[config.mk]
export PLATFORM = sky130hd
export DESIGN_NAME = lar_route_unit
export DESIGN_NICKNAME = d
export VERILOG_FILES = /design/src/rtl/lar_pkg.sv /design/src/rtl/lar_step.sv /design/src/rtl/lar_xy_pick.sv /design/src/rtl/lar_wake_dec.sv /design/src/rtl/lar_route_unit.sv
export SDC_FILE = /design/constraint.sdc
export NUM_CORES = 1
export LEC_CHECK = 0
export BUFFER_PORTS_ARGS = -buffer_cell sky130_fd_sc_hd__buf_4
export CORE_MARGIN = 3
export CORE_UTILIZATION = 35
export DETAILED_ROUTE_END_ITERATION = 8
export HOLD_SLACK_MARGIN = 0.02
export MAX_ROUTING_LAYER = met4
export PLACE_DENSITY = 0.7
export SLEW_MARGIN = 20
export SYNTH_ARGS = -nofsm -noshare
export SYNTH_HDL_FRONTEND = slang
export SYNTH_SLANG_ARGS = --single-unit
[constraint.sdc]
create_clock -name clk -period 5.7 [get_ports clk]
set_clock_uncertainty 0.15 [all_clocks]
set_input_delay 0 -clock clk [delete_from_list [all_inputs] [get_ports clk]]
set_output_delay 0 -clock clk [all_outputs]
set_load 0.005 [all_outputs]
[src/rtl/lar_pkg.sv]
package lar_pkg;
  localparam int NPORT  = 5;
  localparam int PORT_W = 3;

  typedef enum logic [PORT_W-1:0] {
    PORT_LOCAL = 3'd0,
    PORT_XP    = 3'd1,
    PORT_XM    = 3'd2,
    PORT_YP    = 3'd3,
    PORT_YM    = 3'd4
  } port_e;
endpackage

[src/rtl/lar_step.sv]
// Coordinates of the neighbour reached through a given output port.
module lar_step
  import lar_pkg::*;
#(
  parameter int XW = 2,
  parameter int YW = 2
) (
  input  logic [XW-1:0]     cur_x,
  input  logic [YW-1:0]     cur_y,
  input  logic [PORT_W-1:0] dir,
  output logic [XW-1:0]     nb_x,
  output logic [YW-1:0]     nb_y,
  output logic              moves
);
  always_comb begin
    nb_x  = cur_x;
    nb_y  = cur_y;
    moves = 1'b1;
    unique case (dir)
      PORT_XP: nb_x = cur_x + XW'(1);
      PORT_XM: nb_x = cur_x - XW'(1);
      PORT_YP: nb_y = cur_y + YW'(1);
      PORT_YM: nb_y = cur_y - YW'(1);
      default: moves = 1'b0;
    endcase
  end
endmodule

[src/rtl/lar_xy_pick.sv]
// Dimension-order decision: settle X first, then Y, then eject.
module lar_xy_pick
  import lar_pkg::*;
#(
  parameter int XW = 2,
  parameter int YW = 2
) (
  input  logic [XW-1:0]     at_x,
  input  logic [YW-1:0]     at_y,
  input  logic [XW-1:0]     dst_x,
  input  logic [YW-1:0]     dst_y,
  output logic [PORT_W-1:0] pick
);
  always_comb begin
    if (dst_x > at_x)      pick = PORT_XP;
    else if (dst_x < at_x) pick = PORT_XM;
    else if (dst_y > at_y) pick = PORT_YP;
    else if (dst_y < at_y) pick = PORT_YM;
    else                   pick = PORT_LOCAL;
  end
endmodule

[src/rtl/lar_wake_dec.sv]
// One-hot decode of a port code, gated by an enable.
module lar_wake_dec
  import lar_pkg::*;
#(
  parameter int N = NPORT
) (
  input  logic              en,
  input  logic [PORT_W-1:0] code,
  output logic [N-1:0]      onehot
);
  for (genvar i = 0; i < N; i++) begin : g_bit
    assign onehot[i] = en && (code == PORT_W'(i));
  end
endmodule

[src/rtl/lar_route_unit.sv]
module lar_route_unit
  import lar_pkg::*;
#(
  parameter int MESH_X = 4,
  parameter int MESH_Y = 4,
  localparam int XW = (MESH_X > 1) ? $clog2(MESH_X) : 1,
  localparam int YW = (MESH_Y > 1) ? $clog2(MESH_Y) : 1
) (
  input  logic              clk,
  input  logic              rst_n,
  input  logic [XW-1:0]     my_x,
  input  logic [YW-1:0]     my_y,
  input  logic              in_valid,
  output logic              in_ready,
  input  logic [XW-1:0]     in_dst_x,
  input  logic [YW-1:0]     in_dst_y,
  input  logic [PORT_W-1:0] in_port,
  output logic              out_valid,
  input  logic              out_ready,
  output logic [PORT_W-1:0] out_port,
  output logic [PORT_W-1:0] out_next_port,
  output logic [XW-1:0]     out_dst_x,
  output logic [YW-1:0]     out_dst_y,
  output logic [NPORT-1:0]  wake
);
  logic [XW-1:0]     nb_x;
  logic [YW-1:0]     nb_y;
  logic              fwd;
  logic [PORT_W-1:0] xy_port;
  logic [PORT_W-1:0] next_c;
  logic [NPORT-1:0]  wake_c;
  logic              take;

  lar_step #(.XW(XW), .YW(YW)) u_step (
    .cur_x(my_x), .cur_y(my_y), .dir(in_port),
    .nb_x(nb_x), .nb_y(nb_y), .moves(fwd)
  );

  lar_xy_pick #(.XW(XW), .YW(YW)) u_pick (
    .at_x(nb_x), .at_y(nb_y), .dst_x(in_dst_x), .dst_y(in_dst_y),
    .pick(xy_port)
  );

  // A header ejecting here has no next router to route for.
  assign next_c = fwd ? xy_port : PORT_LOCAL;

  lar_wake_dec #(.N(NPORT)) u_wdec (
    .en(fwd), .code(next_c), .onehot(wake_c)
  );

  assign in_ready = !out_valid || out_ready;
  assign take     = in_valid && in_ready;

  always_ff @(posedge clk) begin
    if (!rst_n) begin
      out_valid     <= 1'b0;
      out_port      <= PORT_LOCAL;
      out_next_port <= PORT_LOCAL;
      out_dst_x     <= '0;
      out_dst_y     <= '0;
      wake          <= '0;
    end else begin
      wake <= take ? wake_c : '0;
      if (take) begin
        out_valid     <= 1'b1;
        out_port      <= in_port;
        out_next_port <= next_c;
        out_dst_x     <= in_dst_x;
        out_dst_y     <= in_dst_y;
      end else if (out_ready) begin
        out_valid <= 1'b0;
      end
    end
  end
endmodule

==> metrics.csv, run 1 <==
stage,metric,value,unit
die,chip height,52.51,um
critical_path,Critical path origin,in_port[0],
global_routing,largest net degree at the start of global routing,11,
global_routing,vias in the first global route,648,
synthesis,synthesized cell area,757.0,um2
pwr,Power Density,223.5,nW/um2
route,# DRC,0,
route,antenna-violating nets left,0,
synthesis,largest area contributor in the netlist,dfxtp_1,
synthesis,top-area cell type share of the netlist area,42.31,%
timing,Final period util,39.68,%
timing,min setup slack post-route,3.438,ns
critical_path,end of the critical path,out_next_port[1],
critical_path,register-to-register setup slack,4.08,ns
timing,RSZ-0062 raised after global routing,false,
route,Via density,4.699,
route,top routing layer in use,met4,
die,I/O pin count,32,
timing,Slew Limit Fails,0,
die,# rows,16,
critical_path,worst r2r path cells,4,
synthesis,Mapped Nets,92,
timing,# setup viols final,0,
placed_design,placed cell areas,1008,um2
final_layout,Finished Cell Area,1145,um2
global_routing,GRT Util Overall,14.28,%
synthesis,sequential share of the synthesized area,42.31,%
pwr,Leak,0.0005132,uW
cts,buffer depth of the longest clock path,2,
die,Die W,52.51,um
critical_path,CP Launch Type,input pin,
critical_path,slowest CP cell,dlygate4sd3_1,
die,core area,2002,um2
critical_path,Worst Path Required,5.74,ns
critical_path,crit path kind,in2reg,
critical_path,Critical Path Max Stage Delay,0.53,ns
critical_path,Reg2Reg Launch Point,out_valid,
timing,max frequency,442.2,MHz
synthesis,fraction of registers with async set/reset,0,%
pwr,Worst VDD drop,0.00009094,V
placed_design,DP Cell Count,129,
critical_path,Crit Path Max Fanout,8,
synthesis,Yosys warning count,0,
global_routing,initial antenna violation count,0,
final_layout,Layout area overhead,51.24,%
pwr,final total power,255.9,uW
final_layout,Finished Layout Cells,143,
die,Starting Density,37.81,%
cts,worst skew pair latency,0.29,ns
synthesis,Post-synth top cells,"dfxtp_1 (16), a22o_1 (7), inv_1 (5), nand2_1 (5)",
critical_path,worst endpoint data arrival time,2.30,ns
synthesis,Post-synth EDFFs,0,
synthesis,top-count cell post-synth,dfxtp_1,
timing,Final min period,2.262,ns
cts,clk sink count,16,
final_layout,Antenna Cells,0,
cts,count of hold-fix buffers inserted at cts,10,
critical_path,"CP delay by family, top",compound AO/OA/AOI/OAI gates,
route,final wirelength,1682,um
final_layout,share of cells above drive strength 1,35.34,%
cts,clk slew on worst S/H paths,0.09,ns
cts,TritonCTS Buffers,3,
synthesis,Unique masters post-synth,29,
placed_design,pre-CTS setup slack,3.668,ns
route,First-pass DRT Iterations,2,
cts,H-tree lvl count,1,
timing,Max-slew headroom,67.18,%
route,Met2 Routed Length,835,um
critical_path,Crit. End Element,flip-flop,
synthesis,"FF+latch count, synth",16,
route,Detail Route met3 WL,99,um
die,die area,2757,um2
timing,Fin. Hold Viols,0,
hold_path,Hold WC Path Type,in2reg,
route,M1 WL,717,um
critical_path,Worst Path Buf+Inv,2,
final_layout,Nets,136,
placed_design,DPL Wire Length,1227,um
route,routed len/inst,11.76,um
job,maxcap violations,0,
global_routing,wire length of the first global-routing pass,2753,um
critical_path,CP dominant cell by count,o21ai_0,
cts,Post-CTS Setup Repair Bufs,0,
timing,Worst Max-Slew Pin Slew,0.4894,ns
route,number of DRC markers in iteration 0,7,
critical_path,Crit Reg-Reg Endpoint,wake[0],
placed_design,port buffer count,31,
synthesis,top_reg_cell synth,dfxtp_1,
cts,CTS Root Cell,clkbuf_4,
synthesis,main area contributors after synthesis,"dfxtp_1 (42%), a22o_1 (8.1%), ha_1 (6.6%), a2111oi_4 (3.6%), xnor2_1 (3.5%)",
route,Vias,672,
placed_design,RePlAce Congestion,0.8579,
hold_path,HP Start,my_x[0],
synthesis,Post-Synthesis Cells,73,
synthesis,mean cell area of the mapped netlist,10.37,um2
cts,CTS tree,yes,
run_status,outcome,completed,
critical_path,Crit. path cell count,10,
timing,Final TNS setup,0,ns
global_routing,gr ovfl total,0,
critical_path,CP Cell Sequence,dlygate4sd3_1 -> buf_4 -> nor4b_1 -> a31oi_1 -> xor2_1 -> ha_1 -> nor2b_1 -> o21ai_0 -> o21ai_0 -> a32o_1,
cts,cts repair resizes,0,
[flip-flops by register name, summed over array words and instances, names as in the netlist]
name	count
out_dst_y	2
out_port	3
out_next_port	3
wake	5
out_dst_x	2
out_valid	1
[layout by cell type (no fill, tap or decap), types with 3 or more instances in the layout]
cell type	instances
buf_4	31
dfxtp_1	16
dlygate4sd3_1	10
a22o_1	7
inv_1	5
nand2_1	5
o21ai_0	4
ha_1	4
xnor2_1	3
nor2_1	3
nor2b_1	3
clkbuf_4	3
[cell type report]
class | instances | area (um2)
repair buffers | 41 | 332.8
flip-flops and latches | 16 | 320.3
inverters | 5 | 18.77
multi-input cells | 50 | 402.9
fillers | 194 | 857.1
clock buffers | 4 | 36.28
well taps | 27 | 33.78
[report_power, final]
part	internal (uW)	switching, uW
clock network	38.9	35.8
logic	32.6	28.6
registers	117	2.66
[worst reg2reg max path, stage by stage, from the launching register on]
cell	delay (ns)
dfxtp_1	0.33
nand2b_2	0.10
and3_1	0.44
nand3_4	0.18
a2111oi_4	0.33
[stage by stage]
stage | hold slack, ns | utilization (%)
detailed placement | 0.07918 | 50.38
CTS | 0.06146 | 57.19
finish | 0.05995 | 57.19
global route | 0.09223 | 57.19
floorplan | -0.02625 | -
global placement | 0.07581 | 50.38
[how the worst min path moves through the flow]
stage,to,cells past startpoint
CTS,wake[1],4
finish,wake[1],4
global placement,out_dst_x[0],2
global route,wake[1],4
floorplan,in_ready,1
detailed placement,out_dst_y[0],2
[metal layers]
metal | vias to the layer above | GRT usage [%]
li1 | 348 | -
met1 | 298 | 14.58
met4 | 0 | 7.660
met5 | - | -
met3 | 3 | 3.419
met2 | 23 | 25.00
[logic make-up (layout without fill, tap and decap cells)]
kind of cell             count (synthesis)  in the layout  synth area share (%)
flip-flops                              16             16                 42.31
adder cells (fa/ha/maj)                  4              4                 6.612
XOR/XNOR                                 6              6                 7.936
AND/OR/NAND/NOR                         20             20                 16.37
buffers and inverters                    7             50                 4.462
AO/OA/AOI/OAI                           20             20                 22.32
Power figures use the tool's default switching activity.
==> run 2, diff against run 1 <==
--- a/config.mk
+++ b/config.mk
@@ -11,7 +11,7 @@
 export DETAILED_ROUTE_END_ITERATION = 8
 export HOLD_SLACK_MARGIN = 0.02
 export MAX_ROUTING_LAYER = met4
-export PLACE_DENSITY = 0.7
+export PLACE_DENSITY = 0.72
 export SLEW_MARGIN = 20
 export SYNTH_ARGS = -nofsm -noshare
 export SYNTH_HDL_FRONTEND = slang
==> constraint.sdc (replaced) <==
create_clock -name clk -period 2 [get_ports clk]
set_clock_uncertainty 0.15 [all_clocks]
set_input_delay 0 -clock clk [delete_from_list [all_inputs] [get_ports clk]]
set_output_delay 0 -clock clk [all_outputs]
set_load 0.005 [all_outputs]
==> metrics.csv, run 2 (synthesized netlist as in run 1, its figures left out) <==
stage,metric,value,unit,change
timing,RSZ-0062 raised after global routing,false,,
die,I/O pin count,32,,unchanged
final_layout,Largest Register,wake,,
critical_path,Reg2Reg Launch Point,out_valid,,
global_routing,vias in the first global route,702,,+8.3%
run_status,outcome,completed,,
final_layout,Nets,139,,+2.2%
route,antenna-violating nets left,0,,unchanged
route,Vias,694,,+3.3%
placed_design,RePlAce Congestion,0.8611,,+0.37%
critical_path,worst r2r path cells,3,,-1
critical_path,worst endpoint data arrival time,1.73,ns,-0.57 ns
timing,Fin. Hold Viols,0,,unchanged
route,Via density,4.753,,+1.2%
final_layout,Finished Cell Area,1165,um2,+1.7%
critical_path,Crit. End Element,flip-flop,,
critical_path,register-to-register setup slack,0.64,ns,-3.44 ns
critical_path,Worst Path Required,2.05,ns,-3.69 ns
route,routed len/inst,12.41,um,+5.5%
route,number of DRC markers in iteration 0,9,,+2
timing,# setup viols final,0,,unchanged
global_routing,wire length of the first global-routing pass,3077,um,+12%
die,# rows,16,,unchanged
final_layout,share of cells above drive strength 1,37.82,%,+2.5 points
pwr,final total power,748.1,uW,+190%
critical_path,Worst Path Buf+Inv,1,,-1
global_routing,largest net degree at the start of global routing,11,,unchanged
cts,clk slew on worst S/H paths,0.10,ns,about the same
cts,worst skew pair latency,0.29,ns,about the same
final_layout,Antenna Cells,0,,unchanged
die,core area,2002,um2,unchanged
critical_path,Critical path origin,in_port[0],,
final_layout,top flop regs,"wake: 5 flops, out_next_port: 3 flops, out_port: 3 flops",,
critical_path,slowest CP cell,or3b_1,,
hold_path,Hold WC Path Type,in2reg,,
job,maxcap violations,0,,unchanged
timing,Final min period,1.678,ns,
timing,Worst Max-Slew Pin Slew,0.4903,ns,+0.0009148 ns
critical_path,CP Cell Sequence,buf_4 -> or3b_1 -> a21oi_1 -> xnor2_1 -> ha_1 -> a21o_1 -> nand3_4 -> a2111oi_4,,
cts,clk sink count,16,,unchanged
critical_path,crit path kind,in2reg,,
cts,CTS Root Cell,clkbuf_4,,
critical_path,end of the critical path,wake[0],,
route,First-pass DRT Iterations,3,,+1
cts,H-tree lvl count,1,,unchanged
die,Starting Density,37.81,%,unchanged
die,die area,2757,um2,unchanged
pwr,Leak,0.0005281,uW,+2.9%
pwr,Power Density,642.2,nW/um2,+190%
placed_design,placed cell areas,1039,um2,+3.0%
timing,Max-slew headroom,67.12,%,about the same
timing,Final period util,83.90,%,
global_routing,gr ovfl total,0,,unchanged
pwr,Worst VDD drop,0.0003174,V,+250%
cts,TritonCTS Buffers,3,,unchanged
critical_path,Crit Path Max Fanout,6,,-2
route,# DRC,0,,unchanged
timing,Final TNS setup,0,ns,unchanged
final_layout,"most common cell after layout, fill and taps aside",buf_4,,
cts,CTS tree,yes,,
placed_design,port buffer count,31,,unchanged
final_layout,"commonest non-fill, non-tap cells in the layout","buf_4 (35), dfxtp_1 (16), dlygate4sd3_1 (9)",,
critical_path,Crit Reg-Reg Endpoint,out_valid,,
global_routing,GRT Util Overall,15.85,%,+1.6 points
die,chip height,52.51,um,unchanged
timing,max frequency,596.0,MHz,
hold_path,HP Start,my_x[1],,
final_layout,Layout area overhead,53.88,%,
critical_path,CP Launch Type,input pin,,
cts,buffer depth of the longest clock path,2,,unchanged
global_routing,initial antenna violation count,0,,unchanged
die,Die W,52.51,um,unchanged
route,final wirelength,1812,um,+7.7%
critical_path,"CP delay by family, top",compound AO/OA/AOI/OAI gates,,
timing,Slew Limit Fails,0,,unchanged
critical_path,Crit. path cell count,8,,-2
final_layout,max FFs per register,5,,unchanged
placed_design,DPL Wire Length,1329,um,+8.3%
critical_path,Critical Path Max Stage Delay,0.37,ns,-0.16 ns
## run 2: repair_timing
action                    4_1_cts  5_1_grt
hold buffers                    9        0
setup buffers                   0        0
resized for setup               0        0
hold endpoints to repair       12        0
## run 2: tightest hold or removal path, stage by stage
cell	delay, ns
buf_4	0.09
xnor2_1	0.12
ha_1	0.16
a21oi_1	0.08
## run 2: metrics by stage
step	utilization, %	hold WS (ns)	cells	setup WS [ns]
after detailed placement	51.88	0.07869	133	0.01947
after global routing	58.19	0.06803	146	0.1707
after floorplan	-	-0.02625	73	0.1189
after global placement	51.88	0.07613	133	0.07246
final	58.19	0.04819	146	0.3221
after CTS	58.19	0.04042	146	0.3257
## run 2: worst min-delay path by stage
| stage | endpoint | cells after the start |
|---|---|---|
| after floorplan | in_ready | 1 |
| after global placement | out_dst_x[0] | 2 |
| after detailed placement | out_dst_x[0] | 2 |
| after CTS | wake[1] | 4 |
| after global routing | wake[2] | 5 |
| final | wake[1] | 4 |
## run 2: where the power goes
part	switching, uW	internal, uW	total [uW]
registers	7.50	334	342
clock network	106	111	217
logic	85.9	104	190
total	199	549	748
## run 2: cell type report
class                           instances  area (um2)
Fill cell                             191       837.1
Clock buffer                            4       36.28
Tap cell                               27       33.78
Sequential cell                        16       320.3
Timing Repair Buffer                   44       352.8
Inverter                                5       18.77
Multi-Input combinational cell         50       402.9
## run 2: metal layers
metal  wire length [um]  vias up  track usage, %
li1                   -      351               -
met1                828      321           18.20
met2                871       20           26.03
met3                 92        2           3.419
met4                 21        0           7.660
met5                  0        -               -
